$ cat config.mk
export PLATFORM = sky130hd
export DESIGN_NAME = clk_postscaler
export DESIGN_NICKNAME = d
export VERILOG_FILES = /design/src/rtl/postdiv_pkg.sv /design/src/rtl/postdiv_src_sel.sv /design/src/rtl/postdiv_ratio_dec.sv /design/src/rtl/postdiv_core.sv /design/src/rtl/clk_postscaler.sv
export SDC_FILE = /design/constraint.sdc
export NUM_CORES = 1
export LEC_CHECK = 0
export CAP_MARGIN = 10
export CORE_ASPECT_RATIO = 0.75
export CORE_MARGIN = 3
export CORE_UTILIZATION = 45
export DETAILED_ROUTE_END_ITERATION = 12
export MAX_ROUTING_LAYER = met4
export PLACE_DENSITY = 0.66
export SYNTH_ARGS = -nofsm -noshare
export SYNTH_HDL_FRONTEND = slang
export SYNTH_HIERARCHICAL = 1
export SYNTH_SLANG_ARGS = --single-unit
$ cat constraint.sdc
create_clock -name clk -period 4.85 [get_ports clk]
set_input_delay 0.97 -clock clk [delete_from_list [all_inputs] [get_ports clk]]
set_output_delay 0.97 -clock clk [all_outputs]
set_load 0.03 [all_outputs]
$ cat src/rtl/postdiv_pkg.sv
`timescale 1ns/1ps
package postdiv_pkg;

    localparam int CODE_W  = 3;
    localparam int RATIO_W = 4;

    typedef logic [CODE_W-1:0]  code_t;
    typedef logic [RATIO_W-1:0] ratio_t;

    typedef struct packed {
        ratio_t cnt;    // ticks already spent in the current period
        ratio_t n;      // divide factor of the current period
        logic   fresh;  // no tick seen since hold or reset
        logic   armed;  // at least one full period completed
        logic   out;    // divided level
        logic   rise;   // period start marker
    } div_state_t;

    // Code to divide factor; codes 6 and 7 share the largest factor.
    function automatic ratio_t code_to_ratio(code_t c);
        ratio_t r;
        case (c)
            3'd0:    r = 4'd1;
            3'd1:    r = 4'd2;
            3'd2:    r = 4'd3;
            3'd3:    r = 4'd4;
            3'd4:    r = 4'd6;
            3'd5:    r = 4'd8;
            default: r = 4'd12;
        endcase
        return r;
    endfunction

    // Number of high ticks per period: ceil(n/2).
    function automatic ratio_t high_span(ratio_t n);
        return (n >> 1) + ratio_t'(n[0]);
    endfunction

endpackage

$ cat src/rtl/postdiv_src_sel.sv
`timescale 1ns/1ps
module postdiv_src_sel #(
    parameter int NUM_SRC = 2,
    parameter int SEL_W   = 1
) (
    input  logic [NUM_SRC-1:0] src_en_i,
    input  logic [SEL_W-1:0]   sel_i,
    output logic               tick_o
);

    logic [NUM_SRC-1:0] hit;

    for (genvar g = 0; g < NUM_SRC; g++) begin : g_src
        assign hit[g] = src_en_i[g] && (sel_i == SEL_W'(g));
    end

    assign tick_o = |hit;

endmodule

$ cat src/rtl/postdiv_ratio_dec.sv
`timescale 1ns/1ps
module postdiv_ratio_dec
    import postdiv_pkg::*;
(
    input  code_t  code_i,
    output ratio_t ratio_o
);

    assign ratio_o = code_to_ratio(code_i);

endmodule

$ cat src/rtl/postdiv_core.sv
`timescale 1ns/1ps
module postdiv_core
    import postdiv_pkg::*;
(
    input  logic   clk,
    input  logic   rst_n,
    input  logic   tick_i,
    input  logic   hold_i,
    input  ratio_t ratio_i,
    output logic   div_clk_o,
    output logic   div_rise_o
);

    div_state_t st_q, st_d;
    ratio_t     n_use, pos, pos_nx;
    logic       wrap;

    always_comb begin
        n_use  = st_q.fresh ? ratio_i : st_q.n;
        pos    = st_q.fresh ? '0 : st_q.cnt;
        pos_nx = pos + ratio_t'(1);
        wrap   = (pos == n_use - ratio_t'(1));

        st_d      = st_q;
        st_d.rise = 1'b0;

        if (hold_i) begin
            st_d.cnt   = '0;
            st_d.fresh = 1'b1;
            st_d.armed = 1'b0;
            st_d.out   = 1'b0;
        end else if (tick_i) begin
            st_d.fresh = 1'b0;
            st_d.n     = n_use;
            if (wrap) begin
                st_d.cnt   = '0;
                st_d.n     = ratio_i;
                st_d.armed = 1'b1;
                st_d.out   = 1'b1;
                st_d.rise  = 1'b1;
            end else begin
                st_d.cnt = pos_nx;
                st_d.out = st_q.armed && (pos_nx < high_span(n_use));
            end
        end else if (st_q.n == ratio_t'(1) && !st_q.fresh) begin
            st_d.out = 1'b0;
        end
    end

    always_ff @(posedge clk or negedge rst_n) begin
        if (!rst_n) begin
            st_q <= '{cnt: '0, n: ratio_t'(1), fresh: 1'b1,
                      armed: 1'b0, out: 1'b0, rise: 1'b0};
        end else begin
            st_q <= st_d;
        end
    end

    assign div_clk_o  = st_q.out;
    assign div_rise_o = st_q.rise;

    p_hold_quiet_r5: assert property (@(posedge clk) disable iff (!rst_n)
        hold_i |=> (!div_clk_o && !div_rise_o));

    p_rise_high_r9: assert property (@(posedge clk) disable iff (!rst_n)
        div_rise_o |-> div_clk_o);

    p_edge_marked_r9: assert property (@(posedge clk) disable iff (!rst_n)
        $rose(div_clk_o) |-> div_rise_o);

    p_rise_needs_tick_r10: assert property (@(posedge clk) disable iff (!rst_n)
        div_rise_o |-> $past(tick_i && !hold_i));

    p_count_in_range_r1: assert property (@(posedge clk) disable iff (!rst_n)
        st_q.cnt < st_q.n);

    p_ratio_legal_r2: assert property (@(posedge clk) disable iff (!rst_n)
        (st_q.n == 4'd1 || st_q.n == 4'd2 || st_q.n == 4'd3 || st_q.n == 4'd4 ||
         st_q.n == 4'd6 || st_q.n == 4'd8 || st_q.n == 4'd12));

    p_ratio_at_boundary_r7: assert property (@(posedge clk) disable iff (!rst_n)
        !$stable(st_q.n) |-> (div_rise_o || $past(st_q.fresh)));

endmodule

$ cat src/rtl/clk_postscaler.sv
`timescale 1ns/1ps
module clk_postscaler
    import postdiv_pkg::*;
#(
    parameter int NUM_SRC = 2,
    localparam int SEL_W  = (NUM_SRC > 1) ? $clog2(NUM_SRC) : 1
) (
    input  logic               clk,
    input  logic               rst_n,
    input  logic [NUM_SRC-1:0] src_en,
    input  logic [SEL_W-1:0]   src_sel,
    input  logic [CODE_W-1:0]  ratio_code,
    input  logic               div_hold,
    output logic               div_clk,
    output logic               div_rise
);

    logic   tick;
    ratio_t ratio;

    postdiv_src_sel #(.NUM_SRC(NUM_SRC), .SEL_W(SEL_W)) u_sel (
        .src_en_i (src_en),
        .sel_i    (src_sel),
        .tick_o   (tick)
    );

    postdiv_ratio_dec u_dec (
        .code_i  (ratio_code),
        .ratio_o (ratio)
    );

    postdiv_core u_core (
        .clk        (clk),
        .rst_n      (rst_n),
        .tick_i     (tick),
        .hold_i     (div_hold),
        .ratio_i    (ratio),
        .div_clk_o  (div_clk),
        .div_rise_o (div_rise)
    );

    p_sel_source_r8: assert property (@(posedge clk) disable iff (!rst_n)
        (div_rise && !$past(div_hold)) |-> $past(src_en[src_sel]) || !$stable(src_sel));

endmodule

==> results.toml <==
[die]
die_area_sq_mm = 0.002889
start_util_pct = 49.10
rows = 14
core_area_sq_mm = 0.002085
ios = 11
die_w_um = 61.07
die_h_um = 47.30

[yosys]
syn_area_per_cell_sq_um = 8.601
synthArstFlopShare_pct = 100.0
synth_top_flop_cell = "dfrtp_1"
ys_seq_elements = 12
synthCells = 119
ys_seq_area_share_pct = 29.58
synth-edff-count = 0
syn-num-nets = 134
yosys_warnings = 6
yosysUniqueCellTypes = 37
synthesis.area_sq_mm = 0.001023

[routing]
initialDrtViolationCount = 46
detail_route.wl_per_cell_um = 14.56
first_pass_iters = 4
wirelength_um = 2169
drc = 0
vias_per_cell = 5.779
drtAntennaViolNets = 0
vias = 861

[pwr]
powerDensity_mw_per_mm2 = 301.1
vdd_drop_max_uv = 140.8
p_leak_nw = 0.4878
internal_power_uw = 213.4
comb_power_share_pct = 40.9
clkPwrFrac_pct = 17.3
power.switching_uw = 127.2
switching_share_pct = 37.36
seqPwrFrac_pct = 41.8

[layout]
final_cell_area_sq_mm = 0.001131
nNetsFinal = 142
diodes = 0
regArea_sq_um = 302.8
multi_input_area_sq_um = 645.6
nFillCells = 206
layout_common_cells = "nand2_1 (15), clkdlybuf4s50_1 (10), dfrtp_1 (10)"
final_common_cell = "nand2_1"
area_growth_pct = 10.51
layout-drive-gt1-share_pct = 10.40

[clock_tree]
clock_sinks = 12
clk_path_buf_depth = 2
cts_max_level = 1
clk_pin_slew_ns = 0.07
clock_latency_ns = 0.27
cts_resized = 0
cts_tree = "built"
root_buffer = "clkbuf_4"
cts_made_buffers = 3
postCtsHoldBufs = 0
postCtsSetupBuffers = 0

[global_route]
antenna_found_initial = 0
grt_overflow_total = 0
grt_max_degree = 22
grt_pass1_wl_um = 3670
grt_use_total_pct = 18.63
grt_pass1_vias = 756

[placed_design]
postPlaceCellArea_sq_mm = 0.001109
hpwl_um = 1638
io_buffers = 10
gp_congestion = 0.8737

[sta]
min_period_ns = 3.689
setup_viol = 0
setup-tns-final_ns = 0
rsz0062_at_grt = "no"
skew_ns = 0.0005114
slew_headroom_pct = 62.88
hold_viol_final = 0
clock.fmax_mhz = 271.1
finalCritPeriodShare_pct = 76.06
worst_pin_slew_ns = 0.5551
slew_violations = 0

[critical_path]
cp_top_family = "simple AND/OR/NAND/NOR gates"
critical_path_class = "in2reg"
path_buf_inv = 1
crit_arrival_ns = 3.90
cp-start-kind = "primary input"
cp_slowest_cell = "clkdlybuf4s50_1"
cpPeakStageDelay_ns = 0.55
cp-end-kind = "flop"
cpMostUsedCell = "xnor2_1"
crit_chain = "clkdlybuf4s50_1 -> xnor2_1 -> a21oi_2 -> mux2i_1 -> ha_1 -> xnor2_1 -> o31ai_1 -> nand3_1 -> nor2_1 -> a311o_1"
crit_required_ns = 5.06
path_max_fanout = 11

[job]
drv_cap = 0

[status]
run_status = "complete, no violations"

[min_path]
hold_class = "reg2reg"
[power by group through the flow]
stage                     clock, mW  sequential (mW)  combinational [mW]
after detailed placement          0            0.144               0.139
after global routing         0.0683            0.145               0.156
after global placement            0            0.143               0.136
final                        0.0590            0.142               0.139
after floorplan                   0            0.135               0.120
after CTS                    0.0635            0.142               0.140
[cells by family (layout without fill, tap and decap cells)]
family | count (synthesis) | count (layout) | synth area share, %
AOI/OAI and AO/OA | 32 | 32 | 21.64
DFF | 12 | 12 | 29.58
buffers and inverters | 15 | 21 | 7.335
xor gates and xnor gates | 10 | 10 | 9.292
adders and majority gates | 6 | 6 | 7.335
muxes | 4 | 4 | 5.257
and+or+nand+nor | 40 | 40 | 19.56
[state kept, by name (all words and copies together), names as in the netlist]
register           count
u_core/st_q           10
u_core/div_clk_o       1
u_core/div_rise_o      1
[metal layers]
layer	share of wire, %	GRT usage [%]	routed length [um]
met1	54	28.57	1179
met4	1.1	6.494	23
met5	0	-	0
met3	4.5	3.297	98
met2	40	23.84	868
[Yosys cell counts, types with 2 or more instances]
cell | count | area share [%]
buf_2 | 3 | 1.5
o21ai_0 | 3 | 1.5
a311o_1 | 2 | 2.0
and3_1 | 2 | 1.2
dfstp_2 | 2 | 5.1
o211ai_1 | 6 | 4.4
dfrtp_1 | 10 | 24
o31ai_1 | 2 | 1.5
buf_6 | 2 | 2.2
nor2b_1 | 3 | 1.8
clkbuf_1 | 2 | 0.73
xor2_1 | 2 | 1.7
nor2_1 | 8 | 2.9
or3_1 | 3 | 1.8
a21oi_1 | 8 | 3.9
mux2_4 | 2 | 2.9
ha_1 | 6 | 7.3
a21o_1 | 4 | 2.9
nand3_1 | 4 | 2.0
nand2_1 | 15 | 5.5
inv_1 | 8 | 2.9
xnor2_1 | 7 | 6.0
[final cells by class]
| class | count | share of cell area [%] |
|---|---|---|
| flip-flops and latches | 12 | 26.77 |
| clock buffers | 3 | 1.991 |
| multi-input cells | 92 | 57.08 |
| repair buffers | 10 | 8.850 |
| well taps | 24 | 2.655 |
| inverters | 8 | 2.655 |
[worst reg2reg max path, stage by stage, from the launching register on]
cell	delay (ns)
dfstp_2	0.78
mux2i_1	0.37
ha_1	0.33
xnor2_1	0.14
o31ai_1	0.34
nand3_1	0.40
nor2_1	0.41
a311o_1	0.23
[through the flow]
step	power [mW]	cells	utilization (%)	hold WS, ns	setup WS, ns
floorplan	0.2552	119	-	0.5287	1.700
global placement	0.2792	146	53.18	0.5328	1.005
detailed placement	0.2826	146	53.18	0.5314	0.9247
CTS	0.3448	149	54.26	0.5608	1.223
global route	0.3695	149	54.26	0.6033	0.9790
finish	0.3406	149	54.26	0.5615	1.161
[worst paths after layout]
kind,from,endpoint,slack [ns],depth (start not counted)
hold / removal,u_core/div_clk_o$_DFFE_PN0P_,u_core/div_clk_o$_DFFE_PN0P_,0.56,1
hold reg to reg,u_core/div_clk_o$_DFFE_PN0P_,u_core/div_clk_o$_DFFE_PN0P_,0.56,1
setup / recovery,ratio_code[0],u_core/st_q[7]$_DFFE_PN0P_,1.16,10
max in group asynchronous,rst_n,u_core/st_q[3]$_DFFE_PN1P_,3.42,1
min in group asynchronous,rst_n,u_core/st_q[5]$_DFFE_PN0P_,1.06,1
setup reg to reg,u_core/st_q[3]$_DFFE_PN1P_,u_core/st_q[7]$_DFFE_PN0P_,1.80,7
(Power assumes the default switching activity.)
